===== src/rtl/bcs_pkg.sv =====
package bcs_pkg;

    // Sample format on the stream
    localparam int SAMPLE_W = 16;
    localparam int LANES    = 4;
    localparam int LANE_W   = 2 * SAMPLE_W;
    localparam int BEAT_W   = LANES * LANE_W;

    // Default burst geometry
    localparam int DEF_FRAME_SAMPLES = 512;
    localparam int DEF_MAX_FRAMES    = 1024;

    typedef struct packed {
        logic [SAMPLE_W-1:0] im;
        logic [SAMPLE_W-1:0] re;
    } cplx_t;

    typedef cplx_t [LANES-1:0] beat_t;

    typedef enum logic {
        ST_IDLE = 1'b0,
        ST_RUN  = 1'b1
    } arm_state_t;

    // Counter-pattern lane value for a given beat-in-frame and frame number
    function automatic cplx_t pattern_lane(input int beat_idx, input int frame_idx,
                                           input int lane);
        cplx_t c;
        c.re = SAMPLE_W'(beat_idx * LANES + lane);
        c.im = SAMPLE_W'(frame_idx);
        return c;
    endfunction

endpackage


===== src/rtl/bcs_arm_ctrl.sv =====
module bcs_arm_ctrl
    import bcs_pkg::*;
#(
    parameter int FRAMES_W = 11
) (
    input  logic                clk,
    input  logic                rst,
    input  logic                trig,
    input  logic [FRAMES_W-1:0] frames_cfg,
    input  logic                test_mode,
    input  logic                final_accept,
    output logic                start,
    output logic                busy,
    output logic [FRAMES_W-1:0] nfr_q,
    output logic                test_q
);

    arm_state_t state_q;

    always_comb begin
        start = (state_q == ST_IDLE) && trig && (frames_cfg != '0);
        busy  = (state_q == ST_RUN);
    end

    always_ff @(posedge clk) begin
        if (rst) begin
            state_q <= ST_IDLE;
            nfr_q   <= '0;
            test_q  <= 1'b0;
        end else begin
            case (state_q)
                ST_IDLE: begin
                    if (start) begin
                        state_q <= ST_RUN;
                        nfr_q   <= frames_cfg;
                        test_q  <= test_mode;
                    end
                end
                ST_RUN: begin
                    if (final_accept) state_q <= ST_IDLE;
                end
                default: state_q <= ST_IDLE;
            endcase
        end
    end

    p_zero_frames_idle_r8: assert property (@(posedge clk) disable iff (rst)
        (state_q == ST_IDLE && trig && frames_cfg == '0) |=> (state_q == ST_IDLE));

    p_retrigger_ignored_r6: assert property (@(posedge clk) disable iff (rst)
        (state_q == ST_RUN && !final_accept) |=>
            (state_q == ST_RUN && $stable(nfr_q) && $stable(test_q)));

    p_count_nonzero_r8: assert property (@(posedge clk) disable iff (rst)
        (state_q == ST_RUN) |-> (nfr_q != '0));

endmodule


===== src/rtl/bcs_position.sv =====
module bcs_position #(
    parameter int BEATS_PER_FRAME = 128,
    parameter int MAX_FRAMES      = 1024,
    parameter int FRAMES_W        = 11,
    localparam int BW = $clog2(BEATS_PER_FRAME),
    localparam int FW = $clog2(MAX_FRAMES)
) (
    input  logic                clk,
    input  logic                rst,
    input  logic                start,
    input  logic                advance,
    input  logic                active,
    input  logic [FRAMES_W-1:0] nfr_q,
    output logic [BW-1:0]       beat_q,
    output logic [FW-1:0]       frame_q,
    output logic [BW-1:0]       next_beat,
    output logic [FW-1:0]       next_frame,
    output logic                at_final
);

    logic frame_end;

    always_comb begin
        frame_end = (beat_q == BW'(BEATS_PER_FRAME - 1));
        if (frame_end) begin
            next_beat  = '0;
            next_frame = frame_q + FW'(1);
        end else begin
            next_beat  = beat_q + BW'(1);
            next_frame = frame_q;
        end
        at_final = frame_end && (FRAMES_W'(frame_q) == nfr_q - FRAMES_W'(1));
    end

    always_ff @(posedge clk) begin
        if (rst || start) begin
            beat_q  <= '0;
            frame_q <= '0;
        end else if (advance) begin
            beat_q  <= next_beat;
            frame_q <= next_frame;
        end
    end

    p_frame_in_range_r4: assert property (@(posedge clk) disable iff (rst)
        active |-> (FRAMES_W'(frame_q) < nfr_q));

    p_advance_on_accept_r5: assert property (@(posedge clk) disable iff (rst)
        (!advance && !start) |=> ($stable(beat_q) && $stable(frame_q)));

endmodule


===== src/rtl/bcs_beat_builder.sv =====
module bcs_beat_builder
    import bcs_pkg::*;
#(
    parameter int BEATS_PER_FRAME = 128,
    parameter int MAX_FRAMES      = 1024,
    localparam int BW = $clog2(BEATS_PER_FRAME),
    localparam int FW = $clog2(MAX_FRAMES)
) (
    input  logic              clk,
    input  logic              rst,
    input  logic              start,
    input  logic              load,
    input  logic              drop,
    input  logic              ready,
    input  logic              test_sel,
    input  logic [BW-1:0]     ld_beat,
    input  logic [FW-1:0]     ld_frame,
    input  logic [BEAT_W-1:0] live_data,
    output logic [BEAT_W-1:0] data_q,
    output logic              valid_q
);

    beat_t pat;

    generate
        for (genvar l = 0; l < LANES; l++) begin : g_lane
            always_comb pat[l] = pattern_lane(int'(ld_beat), int'(ld_frame), l);
        end
    endgenerate

    always_ff @(posedge clk) begin
        if (rst) begin
            data_q  <= '0;
            valid_q <= 1'b0;
        end else begin
            if (load) data_q <= test_sel ? BEAT_W'(pat) : live_data;
            if (start)     valid_q <= 1'b1;
            else if (drop) valid_q <= 1'b0;
        end
    end

    p_hold_under_stall_r5: assert property (@(posedge clk) disable iff (rst)
        (valid_q && !ready) |=> (valid_q && $stable(data_q)));

    p_no_load_when_stalled_r5: assert property (@(posedge clk) disable iff (rst)
        (valid_q && !ready) |-> !load);

endmodule


===== src/rtl/burst_capture_streamer.sv =====
module burst_capture_streamer
    import bcs_pkg::*;
#(
    parameter int FRAME_SAMPLES = DEF_FRAME_SAMPLES,
    parameter int MAX_FRAMES    = DEF_MAX_FRAMES,
    localparam int BEATS_PER_FRAME = FRAME_SAMPLES / LANES,
    localparam int BW       = $clog2(BEATS_PER_FRAME),
    localparam int FW       = $clog2(MAX_FRAMES),
    localparam int FRAMES_W = $clog2(MAX_FRAMES + 1)
) (
    input  logic                clk,
    input  logic                rst,
    input  logic                trig_i,
    input  logic [FRAMES_W-1:0] frames_cfg_i,
    input  logic                test_mode_i,
    input  logic [BEAT_W-1:0]   live_data_i,
    output logic [BEAT_W-1:0]   m_tdata,
    output logic                m_tvalid,
    input  logic                m_tready,
    output logic                m_tlast,
    output logic                busy_o
);

    logic                start, busy, test_q, at_final;
    logic                accept, final_accept, advance, load;
    logic [FRAMES_W-1:0] nfr_q;
    logic [BW-1:0]       beat_q, next_beat, ld_beat;
    logic [FW-1:0]       frame_q, next_frame, ld_frame;
    logic                ld_test;

    always_comb begin
        accept       = m_tvalid && m_tready;
        final_accept = accept && at_final;
        advance      = accept && !at_final;
        load         = start || advance;
        ld_beat      = start ? '0 : next_beat;
        ld_frame     = start ? '0 : next_frame;
        ld_test      = start ? test_mode_i : test_q;
        m_tlast      = m_tvalid && at_final;
        busy_o       = busy;
    end

    bcs_arm_ctrl #(
        .FRAMES_W (FRAMES_W)
    ) u_arm (
        .clk          (clk),
        .rst          (rst),
        .trig         (trig_i),
        .frames_cfg   (frames_cfg_i),
        .test_mode    (test_mode_i),
        .final_accept (final_accept),
        .start        (start),
        .busy         (busy),
        .nfr_q        (nfr_q),
        .test_q       (test_q)
    );

    bcs_position #(
        .BEATS_PER_FRAME (BEATS_PER_FRAME),
        .MAX_FRAMES      (MAX_FRAMES),
        .FRAMES_W        (FRAMES_W)
    ) u_pos (
        .clk        (clk),
        .rst        (rst),
        .start      (start),
        .advance    (advance),
        .active     (busy),
        .nfr_q      (nfr_q),
        .beat_q     (beat_q),
        .frame_q    (frame_q),
        .next_beat  (next_beat),
        .next_frame (next_frame),
        .at_final   (at_final)
    );

    bcs_beat_builder #(
        .BEATS_PER_FRAME (BEATS_PER_FRAME),
        .MAX_FRAMES      (MAX_FRAMES)
    ) u_build (
        .clk       (clk),
        .rst       (rst),
        .start     (start),
        .load      (load),
        .drop      (final_accept),
        .ready     (m_tready),
        .test_sel  (ld_test),
        .ld_beat   (ld_beat),
        .ld_frame  (ld_frame),
        .live_data (live_data_i),
        .data_q    (m_tdata),
        .valid_q   (m_tvalid)
    );

    p_last_ends_burst_r4: assert property (@(posedge clk) disable iff (rst)
        final_accept |=> (!busy_o && !m_tvalid));

    p_valid_within_busy_r7: assert property (@(posedge clk) disable iff (rst)
        m_tvalid |-> busy_o);

    p_busy_has_valid_r7: assert property (@(posedge clk) disable iff (rst)
        busy_o |-> m_tvalid);

    p_start_raises_both_r7: assert property (@(posedge clk) disable iff (rst)
        start |=> (busy_o && m_tvalid && beat_q == '0 && frame_q == '0));

    p_last_held_r5: assert property (@(posedge clk) disable iff (rst)
        (m_tvalid && !m_tready) |=> $stable(m_tlast));

endmodule


===== config.mk =====
export PLATFORM = sky130hd
export DESIGN_NAME = burst_capture_streamer
export DESIGN_NICKNAME = d
export VERILOG_FILES = /design/src/rtl/bcs_pkg.sv /design/src/rtl/bcs_arm_ctrl.sv /design/src/rtl/bcs_position.sv /design/src/rtl/bcs_beat_builder.sv /design/src/rtl/burst_capture_streamer.sv
export SDC_FILE = /design/constraint.sdc
export NUM_CORES = 1
export LEC_CHECK = 0
export ABC_AREA = 1
export BUFFER_PORTS_ARGS = -buffer_cell sky130_fd_sc_hd__buf_2
export CORE_UTILIZATION = 50
export CTS_CLUSTER_DIAMETER = 60
export DETAILED_ROUTE_END_ITERATION = 12
export PLACE_DENSITY = 0.8
export SLEW_MARGIN = 20
export SYNTH_ARGS = -nofsm -noshare
export SYNTH_HDL_FRONTEND = slang
export SYNTH_SLANG_ARGS = --single-unit

===== constraint.sdc =====
create_clock -name clk -period 2.78 [get_ports clk]
set_input_delay 0.556 -clock clk [delete_from_list [all_inputs] [get_ports clk]]
set_output_delay 0.556 -clock clk [all_outputs]
set_load 0.03 [all_outputs]

==> flow_metrics.env, run 1 <==
export IMPL_cts_max_level=4
export IMPL_cts_path_max_buffers=2
export IMPL_syn_nets=1412
export IMPL_period_share_pct=97.0
export IMPL_worst_setup_path_end_kind="output port"
export IMPL_required_ns=2.22
export IMPL_antenna_found_initial=3
export IMPL_drc=0
export IMPL_place_ws_ns=0.242
export IMPL_synth_seq_cells=159
export IMPL_wire_per_inst_um=14.1
export IMPL_netlist_area_um2=7830
export IMPL_arrival_ns=2.14
export IMPL_grt_max_degree=169
export IMPL_place_congestion=0.930
export IMPL_grt_ovfl_total=0
export IMPL_die_w_um=127
export IMPL_worst_slack_ns=0.0839
export IMPL_final_nets=1659
export IMPL_cts_tree="done"
export IMPL_synthTopCellsByCount="482 x nand2_1, 310 x nor2_1, 159 x dfxtp_1"
export IMPL_yosys_top_cells_area="dfxtp_1 41%, nand2_1 23%, nor2_1 15%"
export IMPL_cts_hold_buf=0
export IMPL_worstPathCellList="ha_1, nand3_1, nor2_4, inv_1, a211oi_1, nand3_1, nor2_1, clkbuf_4"
export IMPL_post_cts_buffers=0
export IMPL_setup_violations=0
export IMPL_fmax_ghz=0.371
export IMPL_maxCapViolCount=0
export IMPL_final_max_slew_violation_count=0
export IMPL_final_util_pct=65.1
export IMPL_die_area_um2=16200
export IMPL_syn_avg_cell_area_um2=6.19
export IMPL_dp_hpwl_mm=17.5
export IMPL_ys_seq_area_share_pct=40.7
export IMPL_crit_family="simple AND/OR/NAND/NOR gates"
export IMPL_std_cell_rows=45
export IMPL_ys_types=34
export IMPL_vias=8465
export IMPL_start_util_pct=51.3
export IMPL_cts_root_buf="clkbuf_16"
export IMPL_cts_buffers=17
export IMPL_p_leak_nw=5.63
export IMPL_synth_edf_count=0
export IMPL_syn_inst=1265
export IMPL_crit_slowest_cell="dfxtp_1"
export IMPL_grt_pass1_wl_mm=37.7
export IMPL_grt_pass1_vias=7369
export IMPL_syn_to_final_growth_pct=27.0
export IMPL_clkTransAtPathRegs_ns=0.06
export IMPL_ant_nets=0
export IMPL_synth_most_common_cell="nand2_1"
export IMPL_tightest_slew_ns=0.715
export IMPL_slew_headroom_pct=52.3
export IMPL_skew_ns=0.00626
export IMPL_synthFlopType="dfxtp_1"
export IMPL_path_buf_inv=2
export IMPL_route_final_wire_length_mm=24.5
export IMPL_via_per_inst=4.87
export IMPL_outcome="finished, final reports clean"
export IMPL_ir_worst_vdd_uv=417
export IMPL_port_buffers=274
export IMPL_worstSetupPathType="flip-flop to output port"
export IMPL_critPathMaxStageDelay_ns=0.37
export IMPL_firstDrtPassIters=5
export IMPL_cp_start_kind="flip-flop"
export IMPL_synth_top_area_share_pct=40.7
export IMPL_dieHeight_um=127
export IMPL_period_minus_slack_ns=2.70
export IMPL_io_pin_count=275
export IMPL_clk_latency_ns=0.42
export IMPL_yosys_area_top_type="dfxtp_1"
export IMPL_synthArstFlopShare_pct=0
export IMPL_yosysWarnings=0
export IMPL_drtIter0Drc=563
export IMPL_drive_gt1_share_pct=22.5
export IMPL_cts_sinks=159
export IMPL_crit_fanout=4
export IMPL_final_hold_viol_count=0
export IMPL_crit_path_frequent_cell="nand3_1"
export IMPL_core_area_um2=15300
export IMPL_power_density_nw_per_um2=639
export IMPL_grt_use_total_pct=30.0
export IMPL_hp_class="primary input to flip-flop"
==> state kept, by name, summed over array words and instances (netlist names) <==
name / flops
u_arm.nfr_q: 11
u_build.data_q: 128
u_pos.frame_q: 10
u_pos.beat_q: 7
u_arm.test_q: 1
u_arm.busy: 1
u_build.valid_q: 1
==> worst register-to-register path, stage by stage, from the launching register on <==
cell and delay (ns):
dfxtp_1 0.37, ha_1 0.21, nand3_1 0.18, nor2_4 0.19, buf_4 0.18, nand2_1 0.06, nor2_1 0.09, nand2_1 0.11
o21ai_4 0.25, nand2_4 0.07, buf_12 0.24, nor2_1 0.37, nor2_1 0.07
==> power by group <==
part	leakage, nW	internal (W)	switching, W
clock	0.237	0.00115	0.000922
combinational	4.08	0.000543	0.00113
sequential	1.32	0.00249	0.000112
==> final cells by class <==
class                           count  area, um2
Timing Repair Buffer              296       1580
Sequential cell                   159       3180
Tap cell                          211        264
Fill cell                        1505       5320
Multi-Input combinational cell    967       4120
Clock buffer                       21        450
Inverter                           71        270
Clock inverter                      9       65.1
Antenna cell                        3       7.51
==> cells in the final DEF, fill, tap and decap left out, types with 4 or more instances in the layout <==
| cell type | synthesis | final |
|---|---|---|
| nor2_4 | 1 | 4 |
| clkinvlp_4 | 0 | 5 |
| nand3_1 | 48 | 48 |
| buf_4 | 1 | 19 |
| dfxtp_1 | 159 | 158 |
| o21ai_0 | 25 | 25 |
| inv_1 | 68 | 65 |
| nor2_1 | 310 | 308 |
| xor2_1 | 13 | 13 |
| buf_2 | 20 | 273 |
| nand3b_1 | 44 | 44 |
| nand2_1 | 482 | 480 |
| clkbuf_16 | 0 | 17 |
| a21oi_1 | 19 | 19 |
==> path summary, 6_finish.rpt <==
| check | depth (start not counted) | end | slack [ns] | from |
|---|---|---|---|---|
| worst max-delay path | 8 | m_tlast | 0.08 | u_pos.beat_q[1]$_SDFFE_PP0P_ |
| worst max register to register | 12 | u_build.data_q[0]$_SDFFE_PP0P_ | 0.29 | u_pos.beat_q[1]$_SDFFE_PP0P_ |
| worst min-delay path | 3 | u_arm.nfr_q[9]$_SDFFE_PP0P_ | 0.41 | frames_cfg_i[9] |
| worst min register to register | 2 | u_arm.nfr_q[10]$_SDFFE_PP0P_ | 0.47 | u_arm.nfr_q[10]$_SDFFE_PP0P_ |
==> metal layers <==
metal  GRT usage [%]  routed length, um
met1            37.5              10500
met3            6.53               1790
met2            49.6              11400
met5               0                  0
met4            13.4                764
==> kinds of logic after synthesis <==
family | after synthesis | share of synthesized area (%)
flops | 159 | 40.7
fa+ha+maj | 3 | 0.480
compound gates | 51 | 3.48
buf+inv | 139 | 7.32
simple gates | 899 | 46.5
xor+xnor | 14 | 1.57
==> metrics by stage <==
stage                     instance area (um2)  hold WS [ns]  TNS [ns]  total power [W]  cells
after floorplan                          7830         0.445         0          0.00380   1265
after global placement                   9380         0.456         0          0.00428   1704
after global routing                     9940         0.421   -0.0203          0.00666   1737
after CTS                                9910         0.392         0          0.00636   1734
final                                    9940         0.406         0          0.00635   1737
after detailed placement                 9380         0.464         0          0.00430   1704
==> what timing repair did <==
| action | in CTS | in global routing |
|---|---|---|
| pin swaps | 0 | 2 |
| hold endpoints to repair | 0 | 0 |
| gates resized for setup | 4 | 8 |
| endpoints found under the setup margin | 1 | 1 |
Power figures use the tool's default switching activity.
==> inputs of run 2 (changes only) <==
--- a/config.mk
+++ b/config.mk
@@ -12,3 +12,3 @@
 export DETAILED_ROUTE_END_ITERATION = 12
-export PLACE_DENSITY = 0.8
+export PLACE_DENSITY = 0.81
 export SLEW_MARGIN = 20
@@ -16,2 +16,3 @@
 export SYNTH_HDL_FRONTEND = slang
+export SYNTH_HIERARCHICAL = 1
 export SYNTH_SLANG_ARGS = --single-unit
--- a/constraint.sdc
+++ b/constraint.sdc
@@ -3,2 +3,2 @@
 set_output_delay 0.556 -clock clk [all_outputs]
-set_load 0.03 [all_outputs]
+set_load 0.05 [all_outputs]
==> run 2 against run 1 <==
  * Non-clock buffer count decreased by 4
  * Area after synthesis decreased by 6.0%
  * Fmax up 2.3%
  * Synthesized cell count is 14% lower
  * Setup slack improved by 0.061 ns
  * Critical path depth is 2 higher
  * Design area down 4.3%
  * Critical path type unchanged
==> flow_metrics.env, run 2 <==
export IMPL_outcome="finished, final reports clean"
export IMPL_drc=0
export IMPL_p_seq_share_pct=38.9
export IMPL_final_common_cell="nand2_1"
export IMPL_antenna_found_initial=1
export IMPL_synth_edf_count=0
export IMPL_route_final_wire_length_mm=22.6
export IMPL_cts_max_level=4
export IMPL_cts_root_buf="clkbuf_16"
export IMPL_final_max_slew_violation_count=0
export IMPL_cts_sinks=159
export IMPL_clk_latency_ns=0.42
export IMPL_std_cell_rows=43
export IMPL_final_setup_tns_ns=0
export IMPL_hold_path_startpoint="live_data_i[97]"
export IMPL_largest_reg_flops=128
export IMPL_power_internal_w=0.00439
export IMPL_switching_share_pct=32.9
export IMPL_cp_start_kind="flip-flop"
export IMPL_fillers=1240
export IMPL_syn_to_final_growth_pct=29.3
export IMPL_ys_seq_area_share_pct=43.3
export IMPL_worstSetupPathType="flip-flop to output port"
export IMPL_whs_endpoint="u_build/data_q[97]$_SDFFE_PP0P_"
export IMPL_vias=7888
export IMPL_power_w=0.00654
export IMPL_core_area_um2=14100
export IMPL_die_area_um2=15200
export IMPL_period_minus_slack_ns=2.63
export IMPL_drive_gt1_share_pct=26.4
export IMPL_r2r_start="u_pos/beat_q[0]$_SDFFE_PP0P_"
export IMPL_power_density_nw_per_um2=687
export IMPL_start_util_pct=52.2
export IMPL_slew_headroom_pct=52.3
export IMPL_pwr_share_clk_pct=38.2
export IMPL_stdcell_count=1530
export IMPL_worst_setup_path_end_kind="output port"
export IMPL_final_util_pct=67.5
export IMPL_final_nets=1484
export IMPL_syn_inst=1088
export IMPL_rr_worst_depth=15
export IMPL_period_share_pct=94.8
export IMPL_port_buffers=274
export IMPL_firstDrtPassIters=5
export IMPL_fmax_ghz=0.380
export IMPL_wire_per_inst_um=14.8
export IMPL_grt_pass1_vias=6922
export IMPL_combPwrFrac_pct=22.9
export IMPL_ys_types=33
export IMPL_place_congestion=0.941
export IMPL_grt_use_total_pct=29.1
export IMPL_mostFrequentLayoutCells="328 x nand2_1, 273 x buf_2, 172 x nand3_1"
export IMPL_synthTopCellsByCount="329 x nand2_1, 172 x nand3_1, 159 x dfxtp_1"
export IMPL_synth_most_common_cell="nand2_1"
export IMPL_antenna_cells=0
export IMPL_reg_top3="u_build/data_q: 128 flops, u_arm/nfr_q: 11 flops, u_pos/frame_q: 10 flops"
export IMPL_crit_fanout=4
export IMPL_final_area_um2=9520
export IMPL_yosys_top_cells_area="dfxtp_1 43%, nand2_1 17%, nand3_1 12%"
export IMPL_synth_top_area_share_pct=43.3
export IMPL_dp_hpwl_mm=15.9
export IMPL_r2r_setup_slack_ns=0.23
export IMPL_synth_seq_cells=159
export IMPL_required_ns=2.22
export IMPL_maxCapViolCount=0
export IMPL_ir_worst_vdd_uv=477
export IMPL_arrival_ns=2.08
export IMPL_netlist_area_um2=7360
export IMPL_reg2reg_to="u_build/data_q[89]$_SDFFE_PP0P_"
export IMPL_grt_ovfl_total=0
export IMPL_io_pin_count=275
export IMPL_tightest_slew_ns=0.715
export IMPL_drtIter0Drc=588
export IMPL_cts_tree="done"
export IMPL_dieHeight_um=123
export IMPL_final_hold_viol_count=0
export IMPL_post_dp_cell_area_um2=8840
export IMPL_yosys_area_top_type="dfxtp_1"
export IMPL_cts_buffers=17
export IMPL_grt_max_degree=69
export IMPL_ant_nets=0
export IMPL_yosysWarnings=6
export IMPL_synthArstFlopShare_pct=0
export IMPL_synthFlopType="dfxtp_1"
export IMPL_cts_path_max_buffers=2
export IMPL_switchingPower_w=0.00215
export IMPL_syn_avg_cell_area_um2=6.76
export IMPL_whs_path_depth=3
export IMPL_clkTransAtPathRegs_ns=0.06
export IMPL_regMostFlops="u_build/data_q"
export IMPL_via_per_inst=5.16
export IMPL_syn_nets=1235
export IMPL_skew_ns=0.00811
export IMPL_dp_cells=1498
export IMPL_setup_violations=0
export IMPL_hp_class="primary input to flip-flop"
export IMPL_p_leak_nw=5.24
export IMPL_die_w_um=123
export IMPL_grt_pass1_wl_mm=33.8
run 2: cell types whose count changed after synthesis, sizes merged, moves of 20 or more:
| cell | delta |
|---|---|
| clkbuf | -26 |
| inv | +68 |
| nand2 | -151 |
| buf | +20 |
| nand3 | +125 |
| nor2 | -229 |
| a21oi | +56 |
| nand3b | -33 |
run 2: cell type report:
cell class | instances | area, um2 | area share, %
inverters | 138 | 526 | 5.52
multi-input cells | 729 | 3330 | 35.0
flip-flops and latches | 159 | 3190 | 33.5
clock buffers | 18 | 429 | 4.51
well taps | 180 | 225 | 2.37
repair buffers | 292 | 1610 | 16.9
clock inverters | 14 | 206 | 2.17
run 2: cells by family after synthesis:
kind of cell             count (synthesis)  share of synthesized area, %
flip-flops                             159                          43.3
AND/OR/NAND/NOR                        614                          36.0
buffers and inverters                  200                          11.9
XOR/XNOR                                13                          1.55
AO/OA/AOI/OAI                           99                          6.77
adder cells (fa/ha/maj)                  3                         0.510
run 2: worst max-delay path by stage:
stage,start,end,slack [ns],depth (start not counted)
floorplan,u_arm/nfr_q[0]$_SDFFE_PP0P_,u_build/data_q[102]$_SDFFE_PP0P_,0.44,22
global placement,frames_cfg_i[7],u_build/data_q[112]$_SDFFE_PP0P_,0.16,16
detailed placement,u_arm/nfr_q[0]$_SDFFE_PP0P_,u_build/data_q[120]$_SDFFE_PP0P_,0.15,19
CTS,u_arm/nfr_q[0]$_SDFFE_PP0P_,m_tlast,0.006,13
global route,u_arm/nfr_q[0]$_SDFFE_PP0P_,m_tlast,-0.02,13
finish,u_pos/beat_q[0]$_SDFFE_PP0P_,m_tlast,0.15,10
run 2: repair_timing:
item / 4_1_cts / 5_1_grt
setup buffers: 0 / 0
pin swaps: 0 / 1
resized for setup: 2 / 12
hold buffers: 0 / 0
hold endpoints to repair: 0 / 0
setup endpoints to repair: 1 / 125
run 2: power groups by stage:
stage	Sequential (W)	Combinational [W]	Clock [W]
after floorplan	0.00305	0.000610	0
final	0.00254	0.00150	0.00250
after detailed placement	0.00259	0.00147	0
after global routing	0.00256	0.00162	0.00263
after CTS	0.00254	0.00148	0.00254
after global placement	0.00259	0.00146	0
run 2: worst max-delay path: stages (launching register included):
cell     delay (ns)
dfxtp_1        0.38
ha_2           0.22
nand3_2        0.16
nor3_4         0.19
nand3_1        0.12
nor2_1         0.11
nand3_1        0.08
nor2_2         0.10
nand2_1        0.07
inv_1          0.08
buf_6          0.15
run 2: routing by layer:
layer | global-route usage [%] | vias to the layer above | share of wire [%]
met5 | 0 | - | 0
met4 | 13.1 | 0 | 2.9
met3 | 7.89 | 43 | 11
met2 | 50.0 | 420 | 48
met1 | 33.6 | 3523 | 38
li1 | - | 3902 | -
run 2: stage by stage:
stage / hold WS, ns / setup WS, ns
2_1_floorplan: 0.447 / 0.438
3_3_place_gp: 0.448 / 0.156
3_5_place_dp: 0.453 / 0.151
4_1_cts: 0.332 / 0.00572
5_1_grt: 0.352 / -0.0245
6_report: 0.345 / 0.145
